==> src/rtl/prio_irq_pkg.sv <==
package prio_irq_pkg;

    typedef enum logic [1:0] {
        ST_IDLE  = 2'd0,
        ST_REQ   = 2'd1,
        ST_GRANT = 2'd2
    } irq_state_e;

    localparam logic WSEL_MASK = 1'b0;
    localparam logic WSEL_GIE  = 1'b1;

endpackage

==> src/rtl/irq_prio_find.sv <==
module irq_prio_find #(
    parameter int N = 8,
    parameter int W = (N > 1) ? $clog2(N) : 1
) (
    input  logic [N-1:0] vec_i,
    output logic         found_o,
    output logic [W-1:0] idx_o
);

    // Lowest set index wins: scan from the top so lower indices override.
    always_comb begin
        found_o = 1'b0;
        idx_o   = '0;
        for (int i = N - 1; i >= 0; i--) begin
            if (vec_i[i]) begin
                found_o = 1'b1;
                idx_o   = W'(i);
            end
        end
    end

endmodule

==> src/rtl/irq_nmi_latch.sv <==
module irq_nmi_latch (
    input  logic clk,
    input  logic rst_n,
    input  logic nmi_i,
    input  logic clr_i,
    output logic pend_o
);

    logic nmi_q;
    logic rise;

    assign rise = nmi_i & ~nmi_q;

    always_ff @(posedge clk or negedge rst_n) begin
        if (!rst_n) begin
            nmi_q  <= 1'b0;
            pend_o <= 1'b0;
        end else begin
            nmi_q <= nmi_i;
            if (rise) begin
                pend_o <= 1'b1;
            end else if (clr_i) begin
                pend_o <= 1'b0;
            end
        end
    end

    // a pending flag only appears after a fresh rising edge
    a_r7_one_per_edge: assert property (@(posedge clk) disable iff (!rst_n)
        $rose(pend_o) |-> ($past(nmi_i) && !$past(nmi_q)));

endmodule

==> src/rtl/irq_service_stack.sv <==
module irq_service_stack #(
    parameter int N = 8,
    parameter int W = (N > 1) ? $clog2(N) : 1
) (
    input  logic         clk,
    input  logic         rst_n,
    input  logic         set_en_i,
    input  logic         set_nmi_i,
    input  logic [W-1:0] set_idx_i,
    input  logic         ret_i,
    output logic [N:0]   isr_o,
    output logic         top_found_o,
    output logic [W-1:0] top_idx_o
);

    logic [N:0] isr_q;
    logic [N:0] isr_d;

    irq_prio_find #(.N(N), .W(W)) u_top_find (
        .vec_i  (isr_q[N-1:0]),
        .found_o(top_found_o),
        .idx_o  (top_idx_o)
    );

    always_comb begin
        isr_d = isr_q;
        if (ret_i) begin
            if (isr_q[N]) begin
                isr_d[N] = 1'b0;
            end else if (top_found_o) begin
                isr_d[top_idx_o] = 1'b0;
            end
        end
        if (set_en_i) begin
            if (set_nmi_i) begin
                isr_d[N] = 1'b1;
            end else begin
                isr_d[set_idx_i] = 1'b1;
            end
        end
    end

    always_ff @(posedge clk or negedge rst_n) begin
        if (!rst_n) begin
            isr_q <= '0;
        end else begin
            isr_q <= isr_d;
        end
    end

    assign isr_o = isr_q;

    // a maskable entry only nests above strictly lower-priority service
    a_r5_nest_order: assert property (@(posedge clk) disable iff (!rst_n)
        (set_en_i && !set_nmi_i && !ret_i) |->
            (!isr_q[N] && (!top_found_o || (set_idx_i < top_idx_o))));

    // a return retires exactly one level
    a_r8_one_level: assert property (@(posedge clk) disable iff (!rst_n)
        (ret_i && !set_en_i && (isr_q != '0)) |=>
            ($countones(isr_q) == $countones($past(isr_q)) - 1));

    // the non-maskable level is retired before any maskable one
    a_r8_nmi_first: assert property (@(posedge clk) disable iff (!rst_n)
        (ret_i && !set_en_i && isr_q[N]) |=>
            (!isr_q[N] && (isr_q[N-1:0] == $past(isr_q[N-1:0]))));

endmodule

==> src/rtl/prio_irq_ctrl.sv <==
module prio_irq_ctrl
    import prio_irq_pkg::*;
#(
    parameter int                N_LINES  = 8,
    parameter int                ADDR_W   = 16,
    parameter logic [ADDR_W-1:0] VEC_BASE = 16'h0020,
    parameter logic [ADDR_W-1:0] NMI_ADDR = 16'hFFF0
) (
    input  logic               clk,
    input  logic               rst_n,
    input  logic [N_LINES-1:0] irq_i,
    input  logic               nmi_i,
    input  logic               ack_i,
    input  logic               reti_i,
    input  logic               wr_en_i,
    input  logic               wr_sel_i,
    input  logic [N_LINES-1:0] wr_data_i,
    output logic               irq_o,
    output logic [ADDR_W-1:0]  vec_o,
    output logic               nmi_taken_o
);

    localparam int W = (N_LINES > 1) ? $clog2(N_LINES) : 1;

    irq_state_e state_q, state_d;

    logic [N_LINES-1:0] mask_q;
    logic               gie_q;
    logic [N_LINES-1:0] elig;
    logic               m_found;
    logic [W-1:0]       m_idx;
    logic [N_LINES:0]   isr;
    logic               s_found;
    logic [W-1:0]       s_idx;
    logic               nmi_pend;
    logic               nmi_ok;
    logic               mask_ok;
    logic               any_win;
    logic               take;
    logic               take_nmi;
    logic               take_mask;

    // Configuration registers
    always_ff @(posedge clk or negedge rst_n) begin
        if (!rst_n) begin
            mask_q <= '0;
            gie_q  <= 1'b0;
        end else if (wr_en_i) begin
            if (wr_sel_i == WSEL_MASK) begin
                mask_q <= wr_data_i;
            end else begin
                gie_q <= wr_data_i[0];
            end
        end
    end

    assign elig = irq_i & ~mask_q & {N_LINES{gie_q}};

    irq_prio_find #(.N(N_LINES), .W(W)) u_req_find (
        .vec_i  (elig),
        .found_o(m_found),
        .idx_o  (m_idx)
    );

    irq_nmi_latch u_nmi (
        .clk   (clk),
        .rst_n (rst_n),
        .nmi_i (nmi_i),
        .clr_i (take_nmi),
        .pend_o(nmi_pend)
    );

    irq_service_stack #(.N(N_LINES), .W(W)) u_stack (
        .clk        (clk),
        .rst_n      (rst_n),
        .set_en_i   (take),
        .set_nmi_i  (take_nmi),
        .set_idx_i  (m_idx),
        .ret_i      (reti_i),
        .isr_o      (isr),
        .top_found_o(s_found),
        .top_idx_o  (s_idx)
    );

    assign nmi_ok  = nmi_pend & ~isr[N_LINES];
    assign mask_ok = m_found & ~isr[N_LINES] & (~s_found | (m_idx < s_idx));
    assign any_win = nmi_ok | mask_ok;

    // State register
    always_ff @(posedge clk or negedge rst_n) begin
        if (!rst_n) begin
            state_q <= ST_IDLE;
        end else begin
            state_q <= state_d;
        end
    end

    // Next state: raise, take, drop, settle
    always_comb begin
        state_d = state_q;
        unique case (state_q)
            ST_IDLE:  if (any_win) state_d = ST_REQ;
            ST_REQ: begin
                if (!any_win)   state_d = ST_IDLE;
                else if (ack_i) state_d = ST_GRANT;
            end
            ST_GRANT: state_d = ST_IDLE;
            default:  state_d = ST_IDLE;
        endcase
    end

    // Outputs and grant strobes
    always_comb begin
        irq_o     = (state_q == ST_REQ);
        take      = (state_q == ST_REQ) & ack_i & any_win;
        take_nmi  = take & nmi_ok;
        take_mask = take & ~nmi_ok;
    end

    always_ff @(posedge clk or negedge rst_n) begin
        if (!rst_n) begin
            vec_o <= '0;
        end else if (take_nmi) begin
            vec_o <= NMI_ADDR;
        end else if (take_mask) begin
            vec_o <= VEC_BASE + ADDR_W'(m_idx);
        end
    end

    assign nmi_taken_o = isr[N_LINES];

    // the non-maskable grant yields the fixed address and the taken flag
    a_r6_nmi_vector: assert property (@(posedge clk) disable iff (!rst_n)
        (state_q == ST_REQ && ack_i && nmi_ok) |=> (vec_o == NMI_ADDR && nmi_taken_o));

    // a maskable grant needs the global flag, a clear mask bit and a live line
    a_r2_gate_open: assert property (@(posedge clk) disable iff (!rst_n)
        take_mask |-> (gie_q && !mask_q[m_idx] && irq_i[m_idx]));

    // vector of a maskable grant is base plus the line index
    a_r4_vector: assert property (@(posedge clk) disable iff (!rst_n)
        (state_q == ST_REQ && ack_i && mask_ok && !nmi_ok) |=>
            (vec_o == VEC_BASE + ADDR_W'($past(m_idx))));

    // the request drops right after an acknowledge
    a_r11_gap: assert property (@(posedge clk) disable iff (!rst_n)
        (irq_o && ack_i) |=> !irq_o);

endmodule

==> config.mk <==
export PLATFORM = sky130hd
export DESIGN_NAME = prio_irq_ctrl
export DESIGN_NICKNAME = d
export VERILOG_FILES = /design/src/rtl/prio_irq_pkg.sv /design/src/rtl/irq_prio_find.sv /design/src/rtl/irq_nmi_latch.sv /design/src/rtl/irq_service_stack.sv /design/src/rtl/prio_irq_ctrl.sv
export SDC_FILE = /design/constraint.sdc
export NUM_CORES = 1
export LEC_CHECK = 0
export CORE_MARGIN = 2
export CORE_UTILIZATION = 35
export CTS_CLUSTER_DIAMETER = 100
export CTS_CLUSTER_SIZE = 28
export DETAILED_ROUTE_END_ITERATION = 6
export DONT_BUFFER_PORTS = 1
export GPL_TIMING_DRIVEN = 0
export PLACE_DENSITY = 0.48
export SETUP_SLACK_MARGIN = 0.3
export SYNTH_ARGS = -nofsm -noshare
export SYNTH_HDL_FRONTEND = slang
export SYNTH_SLANG_ARGS = --single-unit
==> constraint.sdc <==
create_clock -name clk -period 3.3 [get_ports clk]
set_input_delay 0.33 -clock clk [delete_from_list [all_inputs] [get_ports clk]]
set_output_delay 0.33 -clock clk [all_outputs]
set_load 0.005 [all_outputs]
==> flow_summary.json <==
{
  "status": "finished, final reports clean",
  "clock_power_share": 0.151,
  "chipWidth_um": 71.28,
  "drt_iter0_markers": 70,
  "ys_top_cells_by_area": "dfrtp_1 (43%), mux2_2 (6.4%), buf_4 (5.2%)",
  "dpl_cell_area_um2": 1649,
  "place_congestion": 0.9252,
  "internal_power_w": 0.0007641,
  "setup_violations": 0,
  "rsz0062_at_grt": "yes",
  "dp_hpwl_mm": 2.582,
  "min_path_type": "in -> reg",
  "synth_edf_count": 0,
  "routed_wl_mm": 3.306,
  "num_io_pins": 41,
  "path_common_cell": "nand2_1",
  "synthToLayoutAreaGrowth_pct": 9.163,
  "clk_pin_slew_worst_paths_ps": 100,
  "grt_usage": 0.1371,
  "cpPeakStageDelay_ps": 440,
  "async_flop_share": 1.000,
  "ant_nets": 0,
  "synth_compound_area_frac": 0.2235,
  "cts_tree": "built",
  "startpoint_type": "flop",
  "relSlewSlack": 0.5853,
  "insertion_delay_ps": 270,
  "synth_xor_area_frac": 0,
  "io_buffer_count": 0,
  "finalSetupTns_ps": 0,
  "final_cell_mix": "dfrtp_1 (27), nand2_1 (17), nor2_1 (11), buf_4 (11), mux2_2 (9)",
  "synth_ff_type": "dfrtp_1",
  "p_per_area_nw_per_um2": 737.1,
  "start_util": 0.3638,
  "yosysTopAreaCell": "dfrtp_1",
  "critPathKind": "reg -> reg",
  "coreArea_um2": 4354,
  "critPathBufInv": 0,
  "cp_top_family": "compound AO/OA/AOI/OAI gates",
  "finalPower_w": 0.001275,
  "avgViaCountPerCell": 5.341,
  "grt_first_pass_wirelength_mm": 5.651,
  "post-place-ws_ps": 259.9,
  "worstMarginPinSlew_ps": 618.4,
  "die_area_um2": 5080,
  "fmax_ghz": 0.3606,
  "synth_cell_types": 41,
  "max-vdd-ir-drop_v": 0.0002461,
  "clk_root_buffer_cell": "clkbuf_8",
  "fillCellCount": 426,
  "p_sw_w": 0.0005104,
  "syn_area_per_cell_um2": 9.962,
  "crit_chain": "and2b_2, o21ai_0, nand2_1, nor2_1, ha_1, a221o_2, o31ai_4, nand2_1, a22o_1",
  "synth-seq-cells": 27,
  "cp_max_fo": 7,
  "drv_cap": 0,
  "synthMuxAreaShare": 0.06398,
  "cts_buffer_depth": 2,
  "dp.cells": 211,
  "antenna_found_initial": 0,
  "rows": 24,
  "diodes": 0,
  "vias": 1159,
  "end_kind": "flop",
  "worst_ep_required_time_ps": 3470,
  "synth_top_family_by_area": "compound AO/OA/AOI/OAI gates",
  "yosys.area_share.simple": 0.1912,
  "syn_area_um2": 1584,
  "setup_ws_ps": 526.8,
  "cts_max_level": 1,
  "gr-total-overflow": 0,
  "fin_nets": 191,
  "arrival_ps": 2950,
  "fin_skew_ps": 2.535,
  "drc": 0,
  "syn_nets": 184,
  "yosys_warnings": 0,
  "finalCritPeriodShare": 0.8404,
  "fin_area_um2": 1729,
  "hold_violations": 0,
  "cts.sinks": 27,
  "synth_fa_ha_area_frac": 0.01580,
  "regToRegSetupSlack_ps": 530,
  "period_minus_slack_ps": 2773,
  "layout-drive-gt1-share": 0.2364,
  "grt_pass1_vias": 1209,
  "die_h_um": 71.28,
  "grt_max_degree": 28,
  "p_sw_frac": 0.4005,
  "power_frac_seq": 0.377,
  "slew_viol_final": 0,
  "final_common_cell": "dfrtp_1",
  "netlist.area_leader.share": 0.4265,
  "cts_buffers": 3,
  "slowest_stage": "a221o_2",
  "drt-pass1-iter-count": 6,
  "postSynthCellCount": 159,
  "routedWlPerCell_um": 15.24,
  "pwr-share-comb": 0.471,
  "finalNonFillerCells": 217,
  "p_leak_nw": 0.7570,
  "seq_area_frac_synth": 0.4265
}
registers in the layout, summed over array words and instances (netlist names):
name and count:
mask_q 8, u_stack.isr_o 9, gie_q 1, vec_o 5, u_nmi.nmi_q 1, state_q 2
u_nmi.pend_o 1
cells by family (layout without fill, tap and decap cells):
logic type / after synthesis / count (layout)
compound gates: 44 / 44
fa+ha+maj: 2 / 2
buf+inv: 21 / 27
flops: 27 / 27
mux: 9 / 9
other cells: 1 / 1
simple gates: 55 / 55
power groups by stage:
stage                     Sequential (W)  Combinational, W  Clock, W
after floorplan                 0.000470          0.000493         0
after global placement          0.000486          0.000577         0
after detailed placement        0.000489          0.000586         0
after CTS                       0.000482          0.000601  0.000200
after global routing            0.000494          0.000670  0.000214
final                           0.000481          0.000601  0.000193
per-stage QoR:
step | hold WS [ps] | utilization
global route | 56.87 | 0.3971
detailed placement | 35.45 | 0.3787
floorplan | 34.41 | -
finish | 72.10 | 0.3971
CTS | 65.85 | 0.3963
global placement | 35.37 | 0.3787
cell usage after synthesis (2+ instances only):
cell       n
nand2_1   17
o31ai_1    5
o311ai_0   2
inv_1      7
a21oi_1    5
nand2b_1   4
nor2_1    11
a211oi_1   2
o21ai_1    2
buf_4     11
mux2_2     9
nor3_1     2
a22o_1     5
nor2b_1    4
o21ai_0   10
clkbuf_1   2
o211ai_1   2
nor2b_4    3
ha_1       2
dfrtp_1   27
nand3_1    7
per-layer routing:
| layer | global-route usage | vias to the layer above | share of wire |
|---|---|---|---|
| met1 | 0.1961 | 560 | 0.45 |
| li1 | - | 566 | - |
| met5 | 0 | - | 0 |
| met3 | 0.02532 | 2 | 0.051 |
| met4 | 0.03145 | 0 | 0.0051 |
| met2 | 0.2171 | 31 | 0.50 |
area by class of cell:
type	instances	area, um^2	share of cell area
timing repair buffer	2	30.03	0.01737
inverter	7	26.28	0.01520
clock inverter	1	5.005	0.002894
multi-input combinational	111	790.8	0.4573
clock buffer	3	41.29	0.02388
sequential	27	675.6	0.3907
buffer	14	95.09	0.05499
tap	52	65.06	0.03763
final timing paths:
path                                          to  depth (start not counted)        start
worst max-delay path                   vec_o[14]                          9    mask_q[1]
max in group asynchronous              mask_q[3]                          2        rst_n
worst min register to register      u_nmi.pend_o                          1  u_nmi.nmi_q
min in group asynchronous       u_stack.isr_o[2]                          2        rst_n
worst max register to register         vec_o[14]                          9    mask_q[1]
worst min-delay path                 u_nmi.nmi_q                          0        nmi_i
what timing repair did:
action,4_1_cts,5_1_grt
endpoints found under the setup margin,4,9
hold buffers,2,0
buffers inserted,0,0
endpoints found under the hold margin,27,0
resized for setup,1,2
Note: power is estimated with default switching activity, not from simulation.
